$ cat src/rtl/jtm_pkg.sv
package jtm_pkg;
  localparam int unsigned N_ITEMS   = 7;
  localparam int unsigned ITEM_W    = $clog2(N_ITEMS);
  localparam int unsigned CHK_W     = 6;
  localparam logic [ITEM_W-1:0] ITEM_EXIT = ITEM_W'(N_ITEMS - 1);

  typedef enum logic [2:0] {ST_OFF, ST_SEL, ST_RUN, ST_SKIP, ST_NEXT} state_e;
  typedef enum logic [1:0] {EV_NONE, EV_PUSH, EV_RIGHT, EV_LEFT} ev_e;

  // number of check steps per item
  function automatic logic [CHK_W-1:0] checks_of(input logic [ITEM_W-1:0] it);
    case (it)
      3'd0:    checks_of = CHK_W'(2);
      3'd1:    checks_of = CHK_W'(11);
      3'd2:    checks_of = CHK_W'(34);
      3'd3:    checks_of = CHK_W'(2);
      3'd4:    checks_of = CHK_W'(3);
      default: checks_of = CHK_W'(1);
    endcase
  endfunction
endpackage

$ cat src/rtl/jtm_event_arb.sv
module jtm_event_arb
  import jtm_pkg::*;
(
  input  logic clk_i,
  input  logic rst_ni,
  input  logic push_i,
  input  logic right_i,
  input  logic left_i,
  output ev_e  ev_o,
  output logic any_o
);
  always_comb begin
    if (push_i)       ev_o = EV_PUSH;
    else if (right_i) ev_o = EV_RIGHT;
    else if (left_i)  ev_o = EV_LEFT;
    else              ev_o = EV_NONE;
  end
  assign any_o = push_i | right_i | left_i;

  // a left event never wins over a right event
  a_r10_left_loses: assert property (@(posedge clk_i) disable iff (!rst_ni)
    right_i |-> ev_o != EV_LEFT);
endmodule

$ cat src/rtl/jtm_ring.sv
module jtm_ring #(
  parameter int unsigned N = 7,
  parameter int unsigned W = 3
) (
  input  logic [W-1:0] idx_i,
  output logic [W-1:0] inc_o,
  output logic [W-1:0] dec_o
);
  assign inc_o = (idx_i == W'(N - 1)) ? '0 : idx_i + 1'b1;
  assign dec_o = (idx_i == '0) ? W'(N - 1) : idx_i - 1'b1;
endmodule

$ cat src/rtl/jtm_idle_timer.sv
module jtm_idle_timer #(
  parameter int unsigned TIMEOUT_TICKS = 60
) (
  input  logic clk_i,
  input  logic rst_ni,
  input  logic clr_i,
  input  logic tick_i,
  output logic expire_o
);
  localparam int unsigned CW = $clog2(TIMEOUT_TICKS + 1);
  logic [CW-1:0] cnt_q;

  assign expire_o = !clr_i && tick_i && (cnt_q == CW'(TIMEOUT_TICKS));

  always_ff @(posedge clk_i or negedge rst_ni) begin
    if (!rst_ni)                               cnt_q <= '0;
    else if (clr_i || expire_o)                cnt_q <= '0;
    else if (tick_i)                           cnt_q <= cnt_q + 1'b1;
  end

  a_r9_cnt_bound: assert property (@(posedge clk_i) disable iff (!rst_ni)
    cnt_q <= CW'(TIMEOUT_TICKS));
  a_r9_clr_restarts: assert property (@(posedge clk_i) disable iff (!rst_ni)
    clr_i |=> cnt_q == '0);
endmodule

$ cat src/rtl/jog_test_menu.sv
module jog_test_menu
  import jtm_pkg::*;
#(
  parameter int unsigned TIMEOUT_TICKS = 60
) (
  input  logic              clk_i,
  input  logic              rst_ni,
  input  logic              jog_right_i,
  input  logic              jog_left_i,
  input  logic              jog_push_i,
  input  logic              key_menu_i,
  input  logic              key_set_i,
  input  logic              tick_i,
  input  logic              item_done_i,
  output logic [ITEM_W-1:0] item_o,
  output logic [CHK_W-1:0]  check_o,
  output logic              blink_o,
  output logic              in_test_o,
  output logic              start_o
);
  state_e              state_q, state_d;
  logic [ITEM_W-1:0]   item_q, item_d, item_inc, item_dec;
  logic [CHK_W-1:0]    chk_q, chk_d;
  logic                start_q, start_d;
  ev_e                 ev;
  logic                any_ev, expire, chk_last, tmr_clr;

  jtm_event_arb i_arb (
    .clk_i, .rst_ni,
    .push_i (jog_push_i), .right_i(jog_right_i), .left_i(jog_left_i),
    .ev_o   (ev), .any_o(any_ev)
  );

  jtm_ring #(.N(N_ITEMS), .W(ITEM_W)) i_ring (
    .idx_i(item_q), .inc_o(item_inc), .dec_o(item_dec)
  );

  assign tmr_clr = (state_q != ST_SEL) || any_ev || key_set_i;

  jtm_idle_timer #(.TIMEOUT_TICKS(TIMEOUT_TICKS)) i_timer (
    .clk_i, .rst_ni, .clr_i(tmr_clr), .tick_i, .expire_o(expire)
  );

  assign chk_last = (chk_q + 1'b1) == checks_of(item_q);

  always_comb begin
    state_d = state_q;
    item_d  = item_q;
    chk_d   = chk_q;
    start_d = 1'b0;
    case (state_q)
      ST_OFF: if (key_set_i && key_menu_i) begin
        state_d = ST_SEL;
        item_d  = '0;
        chk_d   = '0;
      end
      ST_SEL: case (ev)
        EV_PUSH: if (item_q == ITEM_EXIT) begin
          state_d = ST_OFF;
          item_d  = '0;
        end else begin
          state_d = ST_RUN;
          chk_d   = '0;
          start_d = 1'b1;
        end
        EV_RIGHT: item_d = item_inc;
        EV_LEFT:  item_d = item_dec;
        default: if (expire) begin
          state_d = ST_OFF;
          item_d  = '0;
        end
      endcase
      ST_RUN, ST_SKIP: case (ev)
        EV_PUSH: if (chk_last) begin
          state_d = ST_SEL;
          item_d  = item_inc;
          chk_d   = '0;
        end else begin
          state_d = ST_RUN;
          chk_d   = chk_q + 1'b1;
        end
        EV_RIGHT: state_d = (state_q == ST_RUN) ? ST_SKIP : ST_RUN;
        EV_LEFT:  if (state_q == ST_RUN) state_d = ST_NEXT;
        default:  if (state_q == ST_RUN && item_done_i) begin
          state_d = ST_SEL;
          item_d  = item_inc;
          chk_d   = '0;
        end
      endcase
      ST_NEXT: case (ev)
        EV_PUSH: begin
          state_d = ST_SEL;
          item_d  = item_inc;
          chk_d   = '0;
        end
        EV_RIGHT: state_d = ST_RUN;
        default: ;
      endcase
      default: state_d = ST_OFF;
    endcase
  end

  always_ff @(posedge clk_i or negedge rst_ni) begin
    if (!rst_ni) begin
      state_q <= ST_OFF;
      item_q  <= '0;
      chk_q   <= '0;
      start_q <= 1'b0;
    end else begin
      state_q <= state_d;
      item_q  <= item_d;
      chk_q   <= chk_d;
      start_q <= start_d;
    end
  end

  assign item_o    = item_q;
  assign check_o   = chk_q;
  assign start_o   = start_q;
  assign in_test_o = state_q != ST_OFF;
  assign blink_o   = (state_q == ST_SEL) || (state_q == ST_SKIP) || (state_q == ST_NEXT);

  a_r3_item_range: assert property (@(posedge clk_i) disable iff (!rst_ni)
    item_q < ITEM_W'(N_ITEMS));
  a_r3_right_wraps: assert property (@(posedge clk_i) disable iff (!rst_ni)
    (state_q == ST_SEL && ev == EV_RIGHT) |=>
      item_q == (($past(item_q) == ITEM_EXIT) ? '0 : $past(item_q) + 1'b1));
  a_r4_start_single: assert property (@(posedge clk_i) disable iff (!rst_ni)
    start_q |=> !start_q);
  a_r4_start_in_run: assert property (@(posedge clk_i) disable iff (!rst_ni)
    start_q |-> (state_q == ST_RUN && chk_q == '0));
  a_r6_skip_left_ignored: assert property (@(posedge clk_i) disable iff (!rst_ni)
    (state_q == ST_SKIP && ev == EV_LEFT) |=>
      (state_q == ST_SKIP && $stable(chk_q) && $stable(item_q)));
  a_r7_next_left_ignored: assert property (@(posedge clk_i) disable iff (!rst_ni)
    (state_q == ST_NEXT && ev == EV_LEFT) |=>
      (state_q == ST_NEXT && $stable(chk_q) && $stable(item_q)));
  a_r9_timeout_exit: assert property (@(posedge clk_i) disable iff (!rst_ni)
    (state_q == ST_SEL && expire) |=> state_q == ST_OFF);
  a_r10_push_launches: assert property (@(posedge clk_i) disable iff (!rst_ni)
    (state_q == ST_SEL && jog_push_i && item_q != ITEM_EXIT) |=> start_q);
endmodule

$ cat config.mk
export PLATFORM = sky130hd
export DESIGN_NAME = jog_test_menu
export DESIGN_NICKNAME = d
export VERILOG_FILES = /design/src/rtl/jtm_pkg.sv /design/src/rtl/jtm_event_arb.sv /design/src/rtl/jtm_ring.sv /design/src/rtl/jtm_idle_timer.sv /design/src/rtl/jog_test_menu.sv
export SDC_FILE = /design/constraint.sdc
export NUM_CORES = 1
export LEC_CHECK = 0
export BUFFER_PORTS_ARGS = -buffer_cell sky130_fd_sc_hd__buf_2
export CAP_MARGIN = 20
export CORE_UTILIZATION = 40
export DETAILED_ROUTE_END_ITERATION = 8
export GPL_TIMING_DRIVEN = 0
export PLACE_DENSITY_LB_ADDON = 0.3
export SYNTH_ARGS = -nofsm -noshare
export SYNTH_HDL_FRONTEND = slang
export SYNTH_SLANG_ARGS = --single-unit
$ cat constraint.sdc
create_clock -name clk_i -period 2.51 [get_ports clk_i]
set_input_delay 0.251 -clock clk_i [delete_from_list [all_inputs] [get_ports clk_i]]
set_output_delay 0.251 -clock clk_i [all_outputs]
set_load 0.01 [all_outputs]
* After elaboration in Yosys (flattened, before gate mapping)
Index checks and enable logic that the tools add are counted.
** Operators by class
- $add $sub $neg :: 4
- Multiply operators :: 0
- Div/mod/pow operators :: 0
- $lt $le $gt $ge :: 0
- Equal/unequal tests :: 29
- Shift operators :: 0
- Muxes and demuxes :: 38
- Bitwise logic cells :: 2
- Reduce and logical (&&, ||, !) cells :: 21
** Operator list (count)
- two-way mux 6 bit :: 8
- one-hot mux 6 bit (4 select lines) :: 2
- two-way mux 3 bit :: 11
- one-hot mux 3 bit (4 select lines) :: 2
- one-hot mux 3 bit (2 select lines) :: 3
- one-hot mux 3 bit (3 select lines) :: 2
- adder 6 x 1 -> 6 bit, second input constant :: 2
- equality test 3 x 2 -> 1 bit, second input constant :: 4
- inequality test 3 bit, second input constant :: 4
- one-hot mux 6 bit (2 select lines) :: 1
- two-way mux 2 bit :: 5
- equality test 3 bit, second input constant :: 3
- inequality test 3 x 1 -> 1 bit, second input constant :: 3
- inequality test 2 bit, second input constant :: 4
- AND reduction 8 bit :: 1
- AND reduction 7 bit :: 1
- equality test 3 x 1 -> 1 bit, second input constant :: 2
- equality test 6 bit :: 1
- equality test 6 bit, second input constant :: 1
- logical NOT 3 bit :: 2
- AND reduction 6 bit :: 1
- OR reduction 2 bit :: 3
- logical OR 1 bit :: 5
- inequality test 5 x 1 -> 1 bit, second input constant :: 1
- 13 further kinds :: 22
** Word-level totals
- Register bits after elaboration :: 19
- Latch bits :: 0
- Memory bits (writable) :: 0
- ROM bits :: 0
- Bits of input ports :: 9
- Memories kept :: 0

* Depth between registers and ports, before layout
Gate-level depths: netlist (run 1).
- Word-level depth :: 10
- Mapped depth :: 10
- Gate-level depth less buffers :: 10

* Cells and area by module
A second synthesis (run 1) with hierarchy kept.
** Unflattened totals
- Cells, all modules :: 182
- Area total of the unflattened synthesis :: 1594.0 um^2
** Modules (own cells, without submodules)
- jog_test_menu :: times used 1, cells an instance 127, area an instance 1107.3 um^2
- jtm_idle_timer :: times used 1, cells an instance 33, area an instance 326.6 um^2
- jtm_ring :: times used 1, cells an instance 17, area an instance 133.9 um^2
- jtm_event_arb :: times used 1, cells an instance 5, area an instance 26.3 um^2

* Worst setup path before layout (run 1)
OpenSTA, ideal clock, no wires.
- Path type :: reg-to-reg
- Start point :: reg item_q[0], in the netlist item_o[0]
- End point :: reg item_q[0], in the netlist item_o[0]
- Setup time :: 0.125 ns
- Arrival :: 2.062 ns
- Required time :: 2.385 ns
- Path slack :: 0.323 ns
- Stages on the path, launching flop included :: 9
- Buffers on the path :: 0
- Cells stage by stage :: dfrtp_1 -> inv_1 -> ha_1 -> o21ba_2 -> nor4bb_1 -> o41ai_1 -> a31oi_1 -> and2_1 -> mux2_2
** Between the ends
- Cells in the longest elaborated chain, start to end :: 6
** RTL lines
- start: declaration :: RTL line jog_test_menu.sv:22 : logic [ITEM_W-1:0] item_q, item_d, item_inc, item_dec;
- start signal: assignment :: RTL line jog_test_menu.sv:111 : item_q <= item_d;
- equality test 3 x 2 -> 1 bit or logical NOT 3 bit (tied branches) :: RTL line jtm_pkg.sv:12, jtm_ring.sv:10
- OR reduction 2 bit (no source line)
- one-hot mux 6 bit (4 select lines) :: RTL line jtm_pkg.sv:12 : case (it)
- equality test 6 bit :: RTL line jog_test_menu.sv:44 : assign chk_last = (chk_q + 1'b1) == checks_of(item_q);
- inequality test 3 bit (no source line)
- AND reduction 8 bit (no source line)
Several ways; a longest one is shown, not always the timed one. The select of a mux whose other input is x is not followed.
A chain may end at the register's enable or synchronous reset.

* Final worst setup path (run 1)
Same ends and word-level chain as after synthesis.

==> out/metrics.csv, run 1 <==
stage,metric,value,unit
synthesis,syn_area_per_cell,8.568,um^2
synthesis,yosys_warnings,0,
timing,finalMaxSlewViolations,0,
floorplanning,rows,22,
timing,finClkSkew,0.006274,ns
cts,insertion_delay,0.26,ns
timing,period_share,92.80,%
route,num_vias,1405,
placement,gp_congestion,0.8641,
route,drtIter0Drc,59,
outcome,outcome,completed,
synthesis,synth_top_area_share,30.16,%
timing,hold_viol_final,0,
power,p_per_area,816.6,nW/um^2
worst_setup_path,regToRegStartpoint,item_o[0]$_DFFE_PN0P_,
synthesis,synth.most_common_cell,dfrtp_1,
global_route,grt_pass1_vias,1244,
global_route,antenna_found_initial,0,
floorplanning,dieHeight,64.78,um
synthesis,synth_cells,184,
cts,cts_sinks,19,
power,swShare,42.73,%
route,wire_per_inst,12.93,um
worst_hold_path,min_path_cells,3,
cts,cts_setup_buffers,0,
synthesis,synth_top_area_cell,dfrtp_1,
route,dr.pass1.iters,4,
power,p_switching,0.6335,mW
route,routed_wl,3.310,mm
cts,cts-root-to-sink-buffers,2,
worst_setup_path,path_class,reg2reg,
route,postRouteAntennaNets,0,
cts,path_clk_slew,0.08,ns
worst_setup_path,crit_chain,inv_1 > ha_1 > o21ba_2 > nor4bb_4 > o41ai_1 > a31oi_1 > and2_1 > mux2_2,
synthesis,yosysUniqueCellTypes,50,
layout,n_antenna_cell,0,
synthesis,synth_common_cells,"dfrtp_1 (19), nor2_1 (17), nand2_1 (14), ha_1 (13), inv_1 (11)",
power,p_leak,0.8071,nW
cts,htreeDepth,1,
placement,dp_hpwl,2.502,mm
synthesis,synthesis.area,1577,um^2
cts,cts_tree,yes,
worst_hold_path,min_to,i_timer.cnt_q[0]$_DFFE_PN0P_,
synthesis,async_flop_share,100.0,%
synthesis,seq_area_frac_synth,30.16,%
layout,layout.nets,231,
layout,fin_util,48.86,%
worst_setup_path,critPathLaunchType,flip-flop,
worst_setup_path,cp_slowest_cell,dfrtp_1,
synthesis,syn-num-nets,206,
synthesis,synth-edff-count,0,
worst_setup_path,reg2reg_slack,0.18,ns
power,combPwrFrac,59.2,%
worst_setup_path,critPathMaxStageDelay,0.44,ns
layout,layout-drive-gt1-share,20.67,%
worst_setup_path,reg2reg_depth,8,
timing,finalSetupViolations,0,
floorplanning,start_util,42.42,%
route,drt_drc_violations_left,0,
power,total_power,1.482,mW
route,via_per_inst,5.488,
power,p_seq_share,25.8,%
synthesis,synth.top_cells.by_area,"dfrtp_1 (30%), ha_1 (10%), nor2_1 (4.0%)",
synthesis,synth_flop_cell,dfrtp_1,
global_route,grt_pass1_wl,5.664,mm
cts,numCtsBuffers,3,
worst_setup_path,cp_data_arrival_time,2.47,ns
floorplanning,die-area,4196,um^2
synthesis,yosys_register_bits,19,
power,peakVddDrop,0.0003469,V
placement,io_buffers,19,
power,p_int,0.8490,mW
worst_hold_path,min_from,tick_i,
global_route,overflow,0,
job,maxCapViolations,0,
power,clkPwrFrac,15.0,%
timing,relSlewSlack,60.54,%
timing,rsz0062_at_grt,false,
timing,max_freq,429.3,MHz
timing,tightest_slew,0.5770,ns
worst_setup_path,reg2reg_to,item_o[0]$_DFFE_PN0P_,
layout,syn2layout_area_growth,15.16,%
cts,root_buffer,clkbuf_8,
floorplanning,dieWidth,64.78,um
timing,finalCriticalPeriod,2.329,ns
global_route,grt_start_max_net_pins,20,
floorplanning,coreArea,3716,um^2
worst_setup_path,endpoint_kind,flip-flop,
global_route,grtUsageTotal,17.21,%
worst_setup_path,cp.required,2.65,ns
worst_hold_path,hp-class,in2reg,
worst_setup_path,crit_fanout,6,
floorplanning,ioPinCount,21,
timing,tns,0,ns
-- critical path, delay by kind of cell, from the launching register on --
| kind | cells | cell delay (ns) |
|---|---|---|
| buffers and inverters | 1 | 0.11 |
| muxes | 1 | 0.35 |
| and+or+nand+nor | 2 | 0.51 |
| DFF | 1 | 0.44 |
| AOI/OAI and AO/OA | 3 | 0.56 |
| adders and majority gates | 1 | 0.26 |
-- area by class of cell --
| class | count | area (um^2) |
|---|---|---|
| tap | 48 | 60.06 |
| clock inverter | 1 | 7.507 |
| buffer | 10 | 63.81 |
| inverter | 11 | 41.29 |
| sequential | 19 | 475.5 |
| clock buffer | 3 | 41.29 |
| timing repair buffer | 20 | 105.1 |
| multi-input combinational | 144 | 1021 |
| fill | 378 | 1901 |
-- flip-flops by register name, indices dropped and copies added (netlist names) --
signal,count
check_o,6
i_timer.cnt_q,6
item_o,3
start_o,1
state_q,3
-- logic make-up after synthesis --
| family | Yosys count | synth area share (%) |
|---|---|---|
| AO/OA/AOI/OAI | 47 | 21.19 |
| adder cells (fa/ha/maj) | 13 | 10.32 |
| flip-flops | 19 | 30.16 |
| AND/OR/NAND/NOR | 70 | 23.17 |
| multiplexers | 6 | 4.048 |
| XOR/XNOR | 8 | 4.445 |
| buffers and inverters | 21 | 6.667 |
-- cells in the final DEF, fill, tap and decap left out, types with 3 or more instances in the layout --
master    synthesis  final
a21oi_1           7      6
a31oi_1           6      6
and2_1            3      3
buf_2             3     22
buf_4             4      4
clkbuf_8          0      3
dfrtp_1          19     19
ha_1             13     13
inv_1            11     11
mux2_2            3      3
nand2_1          14     14
nand2b_1          4      4
nand3_1           4      4
nand4_1           4      4
nor2_1           17     16
nor2b_1           5      5
nor3_1            6      6
o21ai_0           8      8
o22a_1            3      3
xnor2_1           5      5
xor2_1            3      3
-- repair_timing --
action / in CTS / in global routing
endpoints found under the setup margin: 0 / 6
gates resized for setup: 0 / 5
endpoints found under the hold margin: 19 / 0
hold buffers: 1 / 0
-- how the worst max path moves through the flow --
stage | slack (ns) | start | end
floorplan | 0.32 | item_o[0]$_DFFE_PN0P_ | item_o[0]$_DFFE_PN0P_
global placement | -0.03 | jog_right_i | item_o[0]$_DFFE_PN0P_
detailed placement | -0.06 | jog_right_i | item_o[0]$_DFFE_PN0P_
CTS | 0.12 | item_o[0]$_DFFE_PN0P_ | item_o[0]$_DFFE_PN0P_
global route | 0.009 | item_o[0]$_DFFE_PN0P_ | item_o[0]$_DFFE_PN0P_
finish | 0.18 | item_o[0]$_DFFE_PN0P_ | item_o[0]$_DFFE_PN0P_
-- metal layers --
layer  wire length [um]  up-vias  GRT usage (%)
li1                   -      712              -
met1               1693      659          24.75
met2               1478       32          26.56
met3                105        2          1.761
met4                 33        0          5.833
met5                  0        -              0
-- power groups by stage --
stage | clock, mW | sequential, mW | combinational [mW]
CTS | 0.228 | 0.382 | 0.827
floorplan | 0 | 0.396 | 0.618
global placement | 0 | 0.388 | 0.818
detailed placement | 0 | 0.388 | 0.822
finish | 0.223 | 0.382 | 0.878
global route | 0.241 | 0.389 | 0.973
-- stage by stage --
step | setup slack [ns] | area (um^2) | hold WS (ns) | instances
floorplan | 0.3230 | 1577 | -0.04459 | 184
global placement | -0.02855 | 1732 | 0.2253 | 251
detailed placement | -0.05893 | 1732 | 0.2298 | 251
CTS | 0.1190 | 1790 | 0.3724 | 256
global route | 0.008586 | 1815 | 0.4356 | 256
finish | 0.1807 | 1815 | 0.3762 | 256
Power figures use the tool's default switching activity.
==> run 2, diff against run 1 <==
==> constraint.sdc (replaced) <==
create_clock -name clk_i -period 2.9 [get_ports clk_i]
set_input_delay 0.29 -clock clk_i [delete_from_list [all_inputs] [get_ports clk_i]]
set_output_delay 0.29 -clock clk_i [all_outputs]
set_load 0.01 [all_outputs]
==> out/metrics.csv, run 2 (synthesis gave the netlist of run 1 again) <==
stage,metric,value,unit
worst_setup_path,endpoint_kind,flip-flop,
route,drt_drc_violations_left,0,
timing,period_share,82.98,%
worst_setup_path,reg2reg_slack,0.49,ns
route,drtIter0Drc,81,
worst_setup_path,path_class,reg2reg,
timing,finalCriticalPeriod,2.406,ns
timing,hold_viol_final,0,
global_route,overflow,0,
cts,numCtsBuffers,3,
layout,multiInputGateArea,996.0,um^2
layout,final_common_cell,buf_2,
worst_setup_path,setup.worst_path.end,item_o[0]$_DFFE_PN0P_,
power,total_power,1.246,mW
cts,cts_tree,yes,
cts,htreeDepth,1,
cts,cts_sinks,19,
route,wire_per_inst,12.78,um
worst_setup_path,regToRegStartpoint,item_o[0]$_DFFE_PN0P_,
worst_setup_path,crit_fanout,6,
timing,relSlewSlack,61.14,%
placement,io_buffers,19,
layout,n_antenna_cell,0,
worst_setup_path,reg2reg_depth,8,
route,via_per_inst,5.492,
cts,path_clk_slew,0.08,ns
route,postRouteAntennaNets,0,
placement,gp_congestion,0.8641,
outcome,outcome,completed,
worst_setup_path,cp.required,3.04,ns
timing,tightest_slew,0.5682,ns
layout,nFillCells,381,
worst_setup_path,cp_data_arrival_time,2.55,ns
route,num_vias,1406,
floorplanning,coreArea,3716,um^2
cts,cts_setup_buffers,0,
worst_setup_path,cp_slowest_cell,dfrtp_1,
timing,finalSetupViolations,0,
worst_setup_path,reg2reg_to,item_o[0]$_DFFE_PN0P_,
timing,finalMaxSlewViolations,0,
power,p_per_area,695.7,nW/um^2
cts,root_buffer,clkbuf_8,
worst_setup_path,critPathLaunchType,flip-flop,
cts,cts-hold-fix-buffers,1,
worst_hold_path,min_from,tick_i,
worst_setup_path,crit_chain,inv_1 > ha_1 > mux2i_1 > nor4bb_1 > o41ai_1 > a31oi_1 > and2_1 > mux2_2,
floorplanning,ioPinCount,21,
power,p_leak,0.8036,nW
layout,mostFrequentLayoutCells,"buf_2 (22), dfrtp_1 (19), nor2_1 (17)",
global_route,grt_start_max_net_pins,20,
placement,dp_hpwl,2.502,mm
power,peakVddDrop,0.0002824,V
timing,tns,0,ns
timing,rsz0062_at_grt,false,
worst_setup_path,critPathLaunch,item_o[0]$_DFFE_PN0P_,
timing,max_freq,415.6,MHz
route,routed_wl,3.271,mm
global_route,grtUsageTotal,17.21,%
cts,ctsResizeCount,0,
cts,cts-root-to-sink-buffers,2,
layout,layout.nets,231,
layout,layout-drive-gt1-share,18.75,%
floorplanning,start_util,42.42,%
timing,finClkSkew,0.007186,ns
layout,seq_area,475.5,um^2
route,dr.pass1.iters,4,
global_route,grt_pass1_vias,1244,
floorplanning,rows,22,
worst_hold_path,hp-class,in2reg,
worst_setup_path,critPathMaxStageDelay,0.44,ns
floorplanning,die-area,4196,um^2
floorplanning,dieWidth,64.78,um
global_route,grt_pass1_wl,5.664,mm
floorplanning,dieHeight,64.78,um
global_route,antenna_found_initial,0,
layout,syn2layout_area_growth,13.57,%
cts,insertion_delay,0.26,ns
job,maxCapViolations,0,
run 2: worst min-delay path by stage:
| stage | end | slack (ns) | depth (start not counted) |
|---|---|---|---|
| after floorplan | check_o[0]$_DFFE_PN0P_ | -0.006 | 0 |
| after global placement | check_o[4]$_DFFE_PN0P_ | 0.26 | 1 |
| after detailed placement | i_timer.cnt_q[5]$_DFFE_PN0P_ | 0.27 | 1 |
| after CTS | i_timer.cnt_q[0]$_DFFE_PN0P_ | 0.41 | 3 |
| after global routing | i_timer.cnt_q[0]$_DFFE_PN0P_ | 0.47 | 3 |
| final | i_timer.cnt_q[0]$_DFFE_PN0P_ | 0.42 | 3 |
run 2: routing by layer:
metal	vias to the layer above	global-route usage (%)	share of wire, %
li1	715	-	-
met1	666	24.75	53
met2	23	26.56	43
met3	2	1.761	2.7
met4	0	5.833	1.0
met5	-	0	0
run 2: metrics by stage:
step	cell area [um^2]	hold WS [ns]	cells	util, %	setup slack (ns)
final	1790	0.4152	256	48.18	0.4937
after global routing	1790	0.4746	256	48.18	0.2404
after CTS	1790	0.4114	256	48.18	0.5090
after detailed placement	1732	0.2688	251	46.60	0.2921
after global placement	1732	0.2643	251	46.60	0.3224
after floorplan	1577	-0.005591	184	-	0.7130
run 2: area by class of cell:
| type | count | area share (%) |
|---|---|---|
| Buffer | 10 | 3.564 |
| Clock inverter | 1 | 0.4193 |
| Multi-Input combinational cell | 144 | 55.63 |
| Clock buffer | 3 | 2.306 |
| Sequential cell | 19 | 26.55 |
| Inverter | 11 | 2.306 |
| Tap cell | 48 | 3.354 |
| Timing Repair Buffer | 20 | 5.870 |
run 2: critical path: cells and delay by family (launching register included):
family	cells	cell delay [ns]
compound gates	2	0.31
fa+ha+maj	1	0.26
buf+inv	1	0.11
flops	1	0.44
mux	2	0.59
simple gates	2	0.59
run 2: report_power, final:
| group | internal [mW] | total (mW) | leakage, nW | switching [mW] |
|---|---|---|---|---|
| clock network | 0.0968 | 0.191 | 0.0217 | 0.0947 |
| logic | 0.308 | 0.723 | 0.523 | 0.415 |
| registers | 0.303 | 0.331 | 0.259 | 0.0278 |
==> run 3, diff against run 2 <==
--- a/config.mk
+++ b/config.mk
@@ -5,6 +5,7 @@
 export SDC_FILE = /design/constraint.sdc
 export NUM_CORES = 1
 export LEC_CHECK = 0
+export ABC_AREA = 1
 export BUFFER_PORTS_ARGS = -buffer_cell sky130_fd_sc_hd__buf_2
 export CAP_MARGIN = 20
 export CORE_UTILIZATION = 40
==> constraint.sdc (replaced) <==
create_clock -name clk_i -period 2 [get_ports clk_i]
set_input_delay 0.2 -clock clk_i [delete_from_list [all_inputs] [get_ports clk_i]]
set_output_delay 0.2 -clock clk_i [all_outputs]
set_load 0.01 [all_outputs]
==> out/metrics.csv, run 3 <==
stage,metric,value,unit
worst_hold_path,min_to,i_timer.cnt_q[1]$_DFFE_PN0P_,
layout,n_antenna_cell,0,
synthesis,async_flop_share,100.0,%
synthesis,synth_flop_cell,dfrtp_1,
route,wire_per_inst,10.95,um
route,dr.pass1.iters,4,
cts,cts_sinks,19,
cts,path_clk_slew,0.08,ns
floorplanning,rows,22,
worst_setup_path,endpoint_kind,flip-flop,
route,drt_drc_violations_left,0,
route,via_per_inst,5.003,
worst_setup_path,reg2reg_depth,15,
timing,fin_ws,0.1372,ns
layout,layout.nets,271,
synthesis,synthesis.area,1554,um^2
worst_setup_path,regToRegStartpoint,item_o[1]$_DFFE_PN0P_,
outcome,outcome,completed,
worst_setup_path,critPathMaxStageDelay,0.47,ns
worst_setup_path,path_class,reg2reg,
floorplanning,dieHeight,64.33,um
timing,finClkSkew,0.005397,ns
worst_setup_path,cp.required,2.20,ns
layout,syn2layout_area_growth,19.97,%
cts,cts-root-to-sink-buffers,2,
synthesis,seq_area_frac_synth,30.60,%
worst_setup_path,worst_path_most_repeated_cell,nand2_1,
timing,finalMaxSlewViolations,0,
route,drtIter0Drc,71,
timing,hold_viol_final,0,
timing,relSlewSlack,69.95,%
floorplanning,dieWidth,64.33,um
power,total_power,1.877,mW
job,maxCapViolations,0,
cts,cts_tree,yes,
floorplanning,coreArea,3689,um^2
floorplanning,ioPinCount,21,
worst_setup_path,reg2reg_slack,0.14,ns
synthesis,synth_cells,222,
route,num_vias,1481,
synthesis,yosys_warnings,0,
timing,max_freq,536.8,MHz
worst_setup_path,crit_chain,ha_4 > ha_4 > nor2_4 > nand3_1 > nand2_1 > nand2_1 > inv_1 > nand2_1 > nor2_2 > nand2_2 > nand2_2 > nand3_4 > inv_4 > nand2_2 > nand2_1,
placement,gp_congestion,0.8537,
global_route,grtUsageTotal,16.95,%
global_route,grt_pass1_vias,1298,
global_route,grt_start_max_net_pins,20,
cts,root_buffer,clkbuf_8,
synthesis,syn_area_per_cell,7.000,um^2
timing,fin_hold_ws,0.2171,ns
floorplanning,die-area,4138,um^2
worst_hold_path,min_path_cells,3,
timing,rsz0062_at_grt,true,
worst_setup_path,cp_data_arrival_time,2.06,ns
worst_hold_path,min_from,tick_i,
synthesis,synth_common_cells,"nand2_1 (59), inv_1 (26), dfrtp_1 (19), nand3_1 (19), ha_1 (13)",
timing,period_share,93.14,%
synthesis,yosys_register_bits,19,
route,routed_wl,3.241,mm
timing,finalCriticalPeriod,1.863,ns
cts,numCtsBuffers,3,
synthesis,yosysUniqueCellTypes,32,
placement,io_buffers,20,
layout,final_common_cell,nand2_1,
global_route,grt_pass1_wl,5.533,mm
worst_setup_path,cp_slowest_cell,dfrtp_2,
layout,layout-drive-gt1-share,28.23,%
synthesis,synth-edff-count,0,
synthesis,synth.most_common_cell,nand2_1,
worst_hold_path,hp-class,in2reg,
global_route,overflow,0,
cts,htreeDepth,1,
placement,dp_hpwl,2.521,mm
global_route,antenna_found_initial,0,
floorplanning,start_util,42.13,%
synthesis,synth.top_cells.by_area,"dfrtp_1 (31%), nand2_1 (14%), ha_1 (10%)",
synthesis,syn-num-nets,244,
worst_setup_path,crit_fanout,5,
placement,post-place-ws,0.008009,ns
cts,insertion_delay,0.26,ns
timing,finalSetupViolations,0,
power,peakVddDrop,0.0004789,V
worst_setup_path,critPathLaunchType,flip-flop,
power,p_per_area,1007,nW/um^2
worst_setup_path,reg2reg_to,item_o[1]$_DFFE_PN0P_,
synthesis,synth_top_area_share,30.60,%
power,p_leak,0.8875,nW
layout,mostFrequentLayoutCells,"nand2_1 (56), inv_1 (23), buf_2 (20)",
route,postRouteAntennaNets,0,
timing,tightest_slew,0.4508,ns
synthesis,synth_top_area_cell,dfrtp_1,
## run 3: logic make-up (layout without fill, tap and decap cells)
group	count (synthesis)	after routing	share of synthesized area, %
xor+xnor	2	2	1.127
simple gates	112	112	34.30
compound gates	37	37	13.85
fa+ha+maj	13	13	10.47
flops	19	19	30.60
buf+inv	39	65	9.662
## run 3: critical path: cells and delay by family, from the launching register on
family	cells	cell delay, ns
and+or+nand+nor	11	0.86
adders and majority gates	2	0.34
DFF	1	0.47
buffers and inverters	2	0.12
## run 3: through the flow
stage	std cells	utilization [%]	instance area [um^2]	setup TNS [ns]
6_report	296	50.54	1864	0
5_1_grt	296	50.54	1864	-0.04996
4_1_cts	295	48.00	1770	0
3_5_place_dp	290	46.47	1714	0
3_3_place_gp	290	46.47	1714	0
2_1_floorplan	222	-	1554	0
## run 3: how the worst max path moves through the flow
stage	start	endpoint	slack [ns]	depth (start not counted)
floorplan	item_o[0]$_DFFE_PN0P_	state_q[1]$_DFFE_PN0P_	0.21	16
global placement	jog_left_i	check_o[3]$_DFFE_PN0P_	0.03	11
detailed placement	jog_left_i	check_o[3]$_DFFE_PN0P_	0.008	11
CTS	item_o[0]$_DFFE_PN0P_	state_q[1]$_DFFE_PN0P_	0.04	16
global route	item_o[1]$_DFFE_PN0P_	item_o[1]$_DFFE_PN0P_	-0.03	15
finish	item_o[1]$_DFFE_PN0P_	item_o[1]$_DFFE_PN0P_	0.14	15
## run 3: metal layers
layer	vias up	GRT usage [%]	part of all wire [%]
li1	777	-	-
met1	671	23.59	50
met2	29	26.32	46
met3	4	2.143	3.4
met4	0	6.667	1.3
met5	-	0	0
## run 3: cell type report
type | instances | area [um^2]
sequential | 19 | 479.2
timing repair buffer | 22 | 117.6
clock inverter | 1 | 5.005
multi-input combinational | 164 | 1006
tap | 48 | 60.06
fill | 398 | 1824
inverter | 38 | 147.6
buffer | 1 | 7.507
clock buffer | 3 | 41.29
## run 3: report_power, final
part | switching [mW] | internal (mW) | total, mW
Clock | 0.139 | 0.139 | 0.278
Sequential | 0.0648 | 0.442 | 0.506
Combinational | 0.686 | 0.406 | 1.09
## run 3: timing repair
item                       CTS  global route
hold endpoints to repair    19             0
gates resized for setup      0            25
buffers inserted             0             1
setup endpoints to repair    0            10
hold buffers                 1             0
